$ cat config.mk
export PLATFORM = sky130hd
export DESIGN_NAME = dma_steal4
export DESIGN_NICKNAME = d
export VERILOG_FILES = /design/src/rtl/dmas_pkg.sv /design/src/rtl/dmas_chan.sv /design/src/rtl/dmas_arb.sv /design/src/rtl/dmas_eng.sv /design/src/rtl/dma_steal4.sv
export SDC_FILE = /design/constraint.sdc
export NUM_CORES = 1
export LEC_CHECK = 0
export BUFFER_PORTS_ARGS = -buffer_cell sky130_fd_sc_hd__buf_4
export CORE_AREA = 3 3 304 306
export DETAILED_ROUTE_END_ITERATION = 10
export DIE_AREA = 0 0 307 309
export HOLD_SLACK_MARGIN = 0.1
export PLACE_DENSITY = 0.56
export SETUP_SLACK_MARGIN = 0.1
export SYNTH_ARGS = -nofsm -noshare
export SYNTH_HDL_FRONTEND = slang
export SYNTH_HIERARCHICAL = 1
export SYNTH_SLANG_ARGS = --single-unit
$ cat constraint.sdc
create_clock -name clk -period 7.83 [get_ports clk]
set_clock_uncertainty 0.1 [all_clocks]
set_input_delay 1.1745 -clock clk [delete_from_list [all_inputs] [get_ports clk]]
set_output_delay 1.1745 -clock clk [all_outputs]
set_load 0.01 [all_outputs]
$ cat src/rtl/dmas_pkg.sv
`timescale 1ns/1ps
package dmas_pkg;
   typedef enum logic [1:0] {
      ENG_IDLE  = 2'd0,
      ENG_READ  = 2'd1,
      ENG_WRITE = 2'd2,
      ENG_DONE  = 2'd3
   } eng_state_t;

   localparam logic [1:0] MODE_OFF  = 2'b00;
   localparam logic [1:0] MODE_ONCE = 2'b01;
   localparam logic [1:0] MODE_LOOP = 2'b11;

   localparam logic [2:0] SEL_SRC = 3'd0;
   localparam logic [2:0] SEL_DST = 3'd1;
   localparam logic [2:0] SEL_CNT = 3'd2;
   localparam logic [2:0] SEL_RLD = 3'd3;
   localparam logic [2:0] SEL_CTL = 3'd4;

   localparam int CTL_UNIT = 0;
   localparam int CTL_DIR  = 1;
   localparam int CTL_MLO  = 2;
   localparam int CTL_MHI  = 3;
   localparam int CTL_TRIG = 4;
endpackage

$ cat src/rtl/dmas_chan.sv
`timescale 1ns/1ps
module dmas_chan
   import dmas_pkg::*;
#(
   parameter int AW = 24,
   parameter int CW = 16
) (
   input  logic          clk,
   input  logic          rst_n,
   input  logic          wr_en,
   input  logic [2:0]    wr_sel,
   input  logic [AW-1:0] wr_data,
   input  logic [2:0]    rd_sel,
   output logic [AW-1:0] rd_data,
   input  logic          dreq,
   input  logic          take,
   input  logic          done,
   input  logic          busy,
   output logic [AW-1:0] src_o,
   output logic [AW-1:0] dst_o,
   output logic          unit_o,
   output logic          ready_o,
   output logic          irq_o
);
   logic [AW-1:0] src_q, dst_q;
   logic [CW-1:0] cnt_q, rld_q, cnt_nx;
   logic          unit_q, dir_q, pend_q, irq_q, mode_hold;
   logic [1:0]    mode_q, mode_nx;
   logic          elig;
   logic [AW-1:0] step;
   logic          wr_src, wr_dst, wr_cnt, wr_rld, wr_ctl, trig;

   assign elig   = ((mode_q == MODE_ONCE) && (cnt_q != '0)) || (mode_q == MODE_LOOP);
   assign step   = unit_q ? AW'(2) : AW'(1);
   assign wr_src = wr_en && (wr_sel == SEL_SRC);
   assign wr_dst = wr_en && (wr_sel == SEL_DST);
   assign wr_cnt = wr_en && (wr_sel == SEL_CNT);
   assign wr_rld = wr_en && (wr_sel == SEL_RLD);
   assign wr_ctl = wr_en && (wr_sel == SEL_CTL);
   assign trig   = wr_ctl && wr_data[CTL_TRIG];

   always_comb begin
      if (mode_q == MODE_LOOP) begin
         cnt_nx = (cnt_q <= CW'(1)) ? rld_q : cnt_q - CW'(1);
      end else begin
         cnt_nx = (cnt_q == '0) ? '0 : cnt_q - CW'(1);
      end
   end

   always_ff @(posedge clk) begin
      if (!rst_n) begin
         src_q     <= '0;
         dst_q     <= '0;
         cnt_q     <= '0;
         rld_q     <= '0;
         unit_q    <= 1'b0;
         dir_q     <= 1'b0;
         mode_q    <= MODE_OFF;
         mode_nx   <= MODE_OFF;
         mode_hold <= 1'b0;
         pend_q    <= 1'b0;
         irq_q     <= 1'b0;
      end else begin
         irq_q  <= done && (cnt_q == CW'(1));
         pend_q <= (pend_q & ~take & elig) | dreq | trig;
         if (done) begin
            if (!dir_q) src_q <= src_q + step;
            else        dst_q <= dst_q + step;
            cnt_q <= cnt_nx;
            if (mode_hold) begin
               mode_q    <= mode_nx;
               mode_hold <= 1'b0;
            end
         end
         if (wr_src) src_q <= wr_data;
         if (wr_dst) dst_q <= wr_data;
         if (wr_cnt) cnt_q <= wr_data[CW-1:0];
         if (wr_rld) rld_q <= wr_data[CW-1:0];
         if (wr_ctl) begin
            unit_q <= wr_data[CTL_UNIT];
            dir_q  <= wr_data[CTL_DIR];
            if (busy) begin
               mode_nx   <= wr_data[CTL_MHI:CTL_MLO];
               mode_hold <= 1'b1;
            end else begin
               mode_q    <= wr_data[CTL_MHI:CTL_MLO];
               mode_hold <= 1'b0;
            end
         end
      end
   end

   always_comb begin
      case (rd_sel)
         SEL_SRC: rd_data = src_q;
         SEL_DST: rd_data = dst_q;
         SEL_CNT: rd_data = {{(AW-CW){1'b0}}, cnt_q};
         SEL_RLD: rd_data = {{(AW-CW){1'b0}}, rld_q};
         SEL_CTL: rd_data = {{(AW-4){1'b0}}, mode_q, dir_q, unit_q};
         default: rd_data = '0;
      endcase
   end

   assign src_o   = src_q;
   assign dst_o   = dst_q;
   assign unit_o  = unit_q;
   assign ready_o = pend_q & elig;
   assign irq_o   = irq_q;

   // an interrupt pulse only follows a completed transfer of this channel
   assert_irq_after_done_R6: assert property (@(posedge clk) disable iff (!rst_n)
      irq_q |-> $past(done));

   // the fixed side keeps its address across a transfer
   assert_dst_fixed_R3: assert property (@(posedge clk) disable iff (!rst_n)
      (done && !dir_q && !wr_en) |=> $stable(dst_q));
   assert_src_fixed_R3: assert property (@(posedge clk) disable iff (!rst_n)
      (done && dir_q && !wr_en) |=> $stable(src_q));

   // single mode counts down by one per transfer
   assert_single_dec_R4: assert property (@(posedge clk) disable iff (!rst_n)
      (done && (mode_q == MODE_ONCE) && (cnt_q != '0) && !wr_en)
      |=> (cnt_q == $past(cnt_q) - CW'(1)));

   // repeat mode never parks at zero while the reload value is nonzero
   assert_loop_reload_R5: assert property (@(posedge clk) disable iff (!rst_n)
      (done && (mode_q == MODE_LOOP) && (rld_q != '0) && !wr_en) |=> (cnt_q != '0));
endmodule

$ cat src/rtl/dmas_arb.sv
`timescale 1ns/1ps
module dmas_arb #(
   parameter  int NCH = 4,
   localparam int IW  = $clog2(NCH)
) (
   input  logic           clk,
   input  logic           rst_n,
   input  logic [NCH-1:0] req_i,
   output logic [NCH-1:0] gnt_o,
   output logic [IW-1:0]  idx_o,
   output logic           any_o
);
   logic [NCH:0] blk;
   assign blk[0] = 1'b0;

   for (genvar i = 0; i < NCH; i++) begin : g_pri
      assign gnt_o[i]  = req_i[i] & ~blk[i];
      assign blk[i+1]  = blk[i] | req_i[i];
   end

   assign any_o = blk[NCH];

   always_comb begin
      idx_o = '0;
      for (int i = NCH - 1; i >= 0; i--) begin
         if (req_i[i]) idx_o = IW'(i);
      end
   end

   // at most one grant, always to a requester, and never none while any request
   assert_grant_onehot_R1: assert property (@(posedge clk) disable iff (!rst_n)
      $onehot0(gnt_o));
   assert_grant_subset_R1: assert property (@(posedge clk) disable iff (!rst_n)
      (gnt_o & ~req_i) == '0);
   assert_grant_live_R1: assert property (@(posedge clk) disable iff (!rst_n)
      (req_i != '0) |-> (gnt_o != '0));
   assert_grant_top_R1: assert property (@(posedge clk) disable iff (!rst_n)
      req_i[0] |-> gnt_o[0]);
endmodule

$ cat src/rtl/dmas_eng.sv
`timescale 1ns/1ps
module dmas_eng
   import dmas_pkg::*;
#(
   parameter  int NCH = 4,
   parameter  int AW  = 24,
   parameter  int BW  = 8,
   localparam int IW  = $clog2(NCH),
   localparam int DW  = 2 * BW
) (
   input  logic                    clk,
   input  logic                    rst_n,
   input  logic                    any_i,
   input  logic [IW-1:0]           idx_i,
   input  logic [NCH-1:0][AW-1:0]  src_i,
   input  logic [NCH-1:0][AW-1:0]  dst_i,
   input  logic [NCH-1:0]          unit_i,
   output logic                    take_o,
   output logic                    done_o,
   output logic                    busy_o,
   output logic [IW-1:0]           act_o,
   output logic                    bus_req,
   output logic                    bus_we,
   output logic                    bus_size,
   output logic [AW-1:0]           bus_addr,
   output logic [DW-1:0]           bus_wdata,
   input  logic [DW-1:0]           bus_rdata,
   input  logic                    bus_rdy
);
   eng_state_t    state_q;
   logic [IW-1:0] act_q;
   logic [AW-1:0] a_src, a_dst;
   logic          a_unit;
   logic [DW-1:0] data_q;

   always_ff @(posedge clk) begin
      if (!rst_n) begin
         state_q <= ENG_IDLE;
         act_q   <= '0;
         a_src   <= '0;
         a_dst   <= '0;
         a_unit  <= 1'b0;
         data_q  <= '0;
      end else begin
         case (state_q)
            ENG_IDLE: begin
               if (any_i) begin
                  act_q   <= idx_i;
                  a_src   <= src_i[idx_i];
                  a_dst   <= dst_i[idx_i];
                  a_unit  <= unit_i[idx_i];
                  state_q <= ENG_READ;
               end
            end
            ENG_READ: begin
               if (bus_rdy) begin
                  data_q  <= a_unit ? bus_rdata : {{BW{1'b0}}, bus_rdata[BW-1:0]};
                  state_q <= ENG_WRITE;
               end
            end
            ENG_WRITE: begin
               if (bus_rdy) state_q <= ENG_DONE;
            end
            default: state_q <= ENG_IDLE;
         endcase
      end
   end

   assign take_o    = (state_q == ENG_IDLE) && any_i;
   assign done_o    = (state_q == ENG_DONE);
   assign busy_o    = (state_q != ENG_IDLE);
   assign act_o     = act_q;
   assign bus_req   = (state_q == ENG_READ) || (state_q == ENG_WRITE);
   assign bus_we    = (state_q == ENG_WRITE);
   assign bus_size  = a_unit;
   assign bus_addr  = (state_q == ENG_WRITE) ? a_dst : a_src;
   assign bus_wdata = data_q;

   // every transfer opens with a read phase
   assert_read_first_R2: assert property (@(posedge clk) disable iff (!rst_n)
      $rose(bus_req) |-> !bus_we);
   // a phase holds until ready
   assert_phase_hold_R2: assert property (@(posedge clk) disable iff (!rst_n)
      (bus_req && !bus_rdy) |=> (bus_req && $stable(bus_addr) && $stable(bus_we)));
   // a completed read is followed at once by the write phase
   assert_write_follows_R2: assert property (@(posedge clk) disable iff (!rst_n)
      (bus_req && !bus_we && bus_rdy) |=> (bus_req && bus_we));
   // the bus is released for at least two cycles between transfers
   assert_bus_gap_R11: assert property (@(posedge clk) disable iff (!rst_n)
      $fell(bus_req) |=> !bus_req);
endmodule

$ cat src/rtl/dma_steal4.sv
`timescale 1ns/1ps
module dma_steal4
   import dmas_pkg::*;
#(
   parameter  int NCH = 4,
   parameter  int AW  = 24,
   parameter  int CW  = 16,
   parameter  int BW  = 8,
   localparam int IW  = $clog2(NCH),
   localparam int DW  = 2 * BW
) (
   input  logic           clk,
   input  logic           rst_n,
   input  logic           reg_wr,
   input  logic [IW+2:0]  reg_addr,
   input  logic [AW-1:0]  reg_wdata,
   output logic [AW-1:0]  reg_rdata,
   input  logic [NCH-1:0] dreq,
   output logic [NCH-1:0] irq,
   output logic           bus_req,
   output logic           bus_we,
   output logic           bus_size,
   output logic [AW-1:0]  bus_addr,
   output logic [DW-1:0]  bus_wdata,
   input  logic [DW-1:0]  bus_rdata,
   input  logic           bus_rdy
);
   if (NCH < 2) begin : g_chk_nch
      $error("dma_steal4: NCH must be at least 2");
   end
   if (AW <= CW) begin : g_chk_aw
      $error("dma_steal4: AW must exceed CW");
   end
   if (CW < 2) begin : g_chk_cw
      $error("dma_steal4: CW must be at least 2");
   end

   logic [IW-1:0]          reg_ch;
   logic [NCH-1:0][AW-1:0] src_all, dst_all, rd_all;
   logic [NCH-1:0]         unit_all, ready_all, gnt;
   logic [IW-1:0]          gnt_idx, act;
   logic                   any, take, done, busy;

   assign reg_ch = reg_addr[IW+2:3];

   for (genvar i = 0; i < NCH; i++) begin : g_ch
      logic mine;
      assign mine = (act == IW'(i));
      dmas_chan #(.AW(AW), .CW(CW)) chan_i (
         .clk     (clk),
         .rst_n   (rst_n),
         .wr_en   (reg_wr && (reg_ch == IW'(i))),
         .wr_sel  (reg_addr[2:0]),
         .wr_data (reg_wdata),
         .rd_sel  (reg_addr[2:0]),
         .rd_data (rd_all[i]),
         .dreq    (dreq[i]),
         .take    (take && gnt[i]),
         .done    (done && mine),
         .busy    (busy && mine && !done),
         .src_o   (src_all[i]),
         .dst_o   (dst_all[i]),
         .unit_o  (unit_all[i]),
         .ready_o (ready_all[i]),
         .irq_o   (irq[i])
      );
   end

   assign reg_rdata = (int'(reg_ch) < NCH) ? rd_all[reg_ch] : '0;

   dmas_arb #(.NCH(NCH)) arb_i (
      .clk   (clk),
      .rst_n (rst_n),
      .req_i (ready_all),
      .gnt_o (gnt),
      .idx_o (gnt_idx),
      .any_o (any)
   );

   dmas_eng #(.NCH(NCH), .AW(AW), .BW(BW)) eng_i (
      .clk       (clk),
      .rst_n     (rst_n),
      .any_i     (any),
      .idx_i     (gnt_idx),
      .src_i     (src_all),
      .dst_i     (dst_all),
      .unit_i    (unit_all),
      .take_o    (take),
      .done_o    (done),
      .busy_o    (busy),
      .act_o     (act),
      .bus_req   (bus_req),
      .bus_we    (bus_we),
      .bus_size  (bus_size),
      .bus_addr  (bus_addr),
      .bus_wdata (bus_wdata),
      .bus_rdata (bus_rdata),
      .bus_rdy   (bus_rdy)
   );

   // interrupt pulses last one cycle
   assert_irq_pulse_R6: assert property (@(posedge clk) disable iff (!rst_n)
      (irq != '0) |=> (irq & $past(irq)) == '0);
endmodule

Yosys cells after proc, flatten, opt, wreduce, memory -nomap -nowiden
Index checks and enable logic that the tools add are counted.
{"block": "op_classes", "add_sub_neg": 12, "magnitude_cmp": 6, "eq_ne": 32, "mux": 98, "bitwise": 33, "reduce_logical": 107}
{"op": "$mux W24", "n": 28}
{"op": "$pmux W24 S5", "n": 4}
{"op": "$mux W16", "n": 21}
{"op": "$add A24 B24 Y24", "n": 8}
{"op": "$bmux W24 S2", "n": 3}
{"op": "$eq A16 B1 Y1 const B", "n": 4}
{"op": "$le A16 B1 Y1 const B", "n": 4}
{"op": "$logic_not A16 Y1", "n": 4}
{"op": "$reduce_bool A16 Y1", "n": 4}
{"op": "$sub A16 B1 Y16 const B", "n": 4}
{"op": "$mux W2", "n": 27}
{"op": "$logic_and A1 B1 Y1", "n": 53}
{"op": "$reduce_bool A2 Y1", "n": 21}
{"op": "$reduce_and A2 Y1", "n": 14}
{"op": "$eq A2 B2 Y1 const B", "n": 10}
{"op": "$and A1 B1 Y1", "n": 15}
{"op": "$eq A2 B1 Y1 const B", "n": 7}
{"op": "$mux W1", "n": 13}
{"op": "$or A1 B1 Y1", "n": 11}
{"op": "$ne A2 B2 Y1 const B", "n": 5}
{"op": "$not A1 Y1", "n": 7}
{"op": "$eq A3 B2 Y1 const B", "n": 2}
{"op": "$logic_not A2 Y1", "n": 3}
{"op": "$lt A2 B3 Y1 const B", "n": 2}
{"op": "other kinds (9)", "n": 14}
{"block": "word_totals", "reg_bits": 425, "output_inout_bits": 71}

Logic depth before layout (Yosys ltp)
{"block": "logic_depth", "word_depth": 14, "depth_mapped": 13}

By module
The synthesis kept the hierarchy.
{"mod": "dmas_chan at g_ch[0].chan_i ...", "n_inst": 3, "cells_per_inst": 689, "area_per_inst_um2": 5590.4, "seq_area_each_um2": 1781.7}
{"mod": "dmas_chan at g_ch[3].chan_i", "n_inst": 1, "cells_per_inst": 677, "area_per_inst_um2": 5444.0, "seq_area_each_um2": 1781.7}
{"mod": "dmas_eng", "n_inst": 1, "cells_per_inst": 401, "area_per_inst_um2": 3972.6, "seq_area_each_um2": 1381.3}
{"mod": "dma_steal4", "n_inst": 1, "cells_per_inst": 46, "area_per_inst_um2": 747.0, "seq_area_each_um2": 0.0}
{"mod": "dmas_arb", "n_inst": 1, "cells_per_inst": 11, "area_per_inst_um2": 61.3, "seq_area_each_um2": 0.0}

Worst setup path after synthesis
No wires, ideal clock.
{"block": "synth_timing", "path_kind": "input to output", "startpoint": "in reg_addr[0]", "endpoint": "out reg_rdata[17]", "t_arrival_ns": 3.179, "slack_ns": 3.377, "cell_stages": 6, "path_cell_list": "clkbuf_1 clkbuf_1 clkbuf_1 mux2i_1 nor2_1 mux4_1"}
{"item": "start, declared", "line": "dma_steal4.sv:15", "rtl": "input logic [IW+2:0] reg_addr,"}
{"item": "end, declared", "line": "dma_steal4.sv:17", "rtl": "output logic [AW-1:0] reg_rdata,"}

==> metrics.txt <==
Max Cap Viol=0; yosys warns=6; ys flop type=dfxtp_1; CP Capture Type=output port; DP Wirelength=89,300 um; Die ar.=94,900 um^2; status=completed; CTS Hold Bufs=0; cell area after layout=30,700 um^2; IO Pins=124; Crit path top cell by count=buf_4; Mapped Cells=3,202; vias in the first global route=23,813; largest net degree at the start of global routing=99; main combinational cell family by area after synthesis=simple AND/OR/NAND/NOR gates; GRT Resource Usage Total=0.256; Post-Synth XOR/XNOR Area=0.0678; Post-synth top cells=dfxtp_1, nand2_1, nor2_1; buffer depth of the longest clock path=3; Yosys top cell by area=dfxtp_1; minimum clock period=5.44 ns; post-synth cell types=81; WP data arrival=4.17 ns; Mapped Avg Cell Area=8.43 um^2; share of layout cells above drive strength 1=0.142; maximum vdd ir drop=0.170 mV; initial antenna violation count=7; core area=89,900 um^2; total grt overflow=0; crit start category=primary input; Post-Synth Adder-Cell Area=0.0189; Worst Setup Path Type=in -> out; Synth Area in Compound Gates=0.176; Starting Density=0.300; # setup viols final=0; relative slew slack=0.194; DRC=0; max-slew violations=0; Final Hold Vio Count=0; clock sinks=425; Place WS=2.44 ns; Clock Tree Root=clkbuf_16; cell with the most instances after synthesis=dfxtp_1; total power=5.35 mW; GPL Wtd Cong=1.02; leak pwr=10.3 nW; crit share post-route=0.695; vias=26,394; WP data required=6.56 ns; clock-pin transition on the worst setup and hold timing paths=0.06 ns; number of filler cells placed in the layout=9,325; Rows=110; setup TNS after final layout=0 ns; crit-path cells=buf_6, buf_4, mux4_1, and2_1, mux4_2, buf_4; Num CTS Buffers=53; Max Clk Rate=184 MHz; Nets=3,279; Mapped Nets=3,291; top cell type's share of synthesized area=0.315; Die Height=309 um; Synth area leaders=dfxtp_1, mux4_2, nand2_1; clk_lat worst skew=0.66 ns; DRT Wirelength=126,000 um; Die X=307 um; Port Buffers=123; RSZ-0062 raised after global routing=false; Min-Delay Path Class=reg -> reg; post-synthesis mux area share=0.141; Area Growth Syn to Fin=13.8%; WL/cell=28.5 um; H-Tree Depth=2; slowest CP cell=buf_6; min setup slack post-route=2.39 ns; Simple-Gate Fraction of Synth Area=0.232; drt via density=5.98; DRT iter0 DRCs=3,355; worst-path fanout max=97; Pre-Repair DR Iteration Count=6; Yosys reg bits=425; final core occ=0.342; DRT antenna net count=0; cell area power density=174 nW/um^2; wire length of the first global-routing pass=178,000 um; max incr delay on CP=0.69 ns; CTS tree=yes; post_cts resized=0; Post-synth EDFFs=0; placed cell areas=28,800 um^2; worst slew pin tran=1.19 ns; postcts setup bufs=0; Seq/Total Area, Yosys=0.315; Mapped Area=27,000 um^2; FFs w/ async S/R, synth=0
cell type report:
class                   instances  area [um^2]  area share
multi-input cells            2456        17200       0.561
flip-flops and latches        425         8510       0.277
clock buffers                  73         1530      0.0499
well taps                    1176         1470      0.0479
repair buffers                168         1300      0.0422
clock inverters                25          347      0.0113
inverters                      86          323      0.0105
diodes                          7         17.5    0.000570
worst max-delay path, delay by kind of cell:
| family | cells | cell delay [ns] |
|---|---|---|
| buffers and inverters | 3 | 1.53 |
| AND/OR/NAND/NOR | 1 | 0.19 |
| multiplexers | 2 | 1.14 |
per-layer routing:
metal	global-route usage	part of all wire	up-vias
met5	0	0	-
met4	0.129	0.057	0
met3	0.0599	0.11	262
met2	0.375	0.42	1472
met1	0.351	0.42	12900
li1	-	-	11760
flip-flops by register name, summed over array words and instances (netlist names), 8 cells and up:
| name | count |
|---|---|
| g_ch.chan_i/rld_q | 64 |
| eng_i/a_src | 24 |
| eng_i/bus_wdata | 16 |
| g_ch.chan_i/src_o | 96 |
| g_ch.chan_i/mode_nx | 8 |
| eng_i/a_dst | 24 |
| g_ch.chan_i/mode_q | 8 |
| g_ch.chan_i/cnt_q | 64 |
| g_ch.chan_i/dst_o | 96 |
path summary, 6_finish.rpt:
path | end | slack (ns) | depth (start not counted) | from
worst max-delay path | reg_rdata[7] | 2.39 | 6 | reg_addr[0]
worst min-delay path | eng_i/bus_wdata[14] | 0.35 | 2 | eng_i/bus_wdata[14]
worst min register to register | eng_i/bus_wdata[14] | 0.35 | 2 | eng_i/bus_wdata[14]
worst max register to register | eng_i/a_src[20] | 3.60 | 10 | g_ch[3].chan_i/cnt_q[4]
logic make-up (layout without fill, tap and decap cells):
| kind of cell | count (synthesis) | count (layout) |
|---|---|---|
| buf+inv | 321 | 352 |
| other cells | 0 | 7 |
| xor+xnor | 209 | 209 |
| flops | 425 | 425 |
| simple gates | 1214 | 1214 |
| fa+ha+maj | 36 | 36 |
| compound gates | 725 | 725 |
| mux | 272 | 272 |
layout by cell type (no fill, tap or decap), types with 27 or more instances in the layout:
cell,count
xnor2_1,123
or3_1,34
mux2i_1,122
xor2_1,86
inv_1,83
and4_1,28
a221oi_1,55
a221o_1,53
mux4_2,67
and3_1,27
nand3_1,125
a31oi_1,38
buf_4,163
and2_1,46
clkbuf_16,53
o21ai_0,168
nor4_1,37
o22ai_1,32
nor2b_1,27
a21oi_1,216
dfxtp_1,425
a211oi_1,41
nor2_1,270
ha_1,27
nor3_1,49
mux2_2,74
nand2_1,369
nand4_1,67
where the power goes:
group / leakage (nW) / internal (mW) / switching, mW
Combinational: 5.94 / 0.143 / 0.298
Sequential: 3.43 / 2.19 / 0.0482
Clock: 0.910 / 1.57 / 1.10
per-stage QoR:
stage | hold slack, ns | instances
2_1_floorplan | 0.337 | 3202
3_3_place_gp | 0.339 | 4311
3_5_place_dp | 0.346 | 4311
4_1_cts | 0.353 | 4409
5_1_grt | 0.378 | 4409
6_report | 0.350 | 4416
Power figures use the tool's default switching activity.
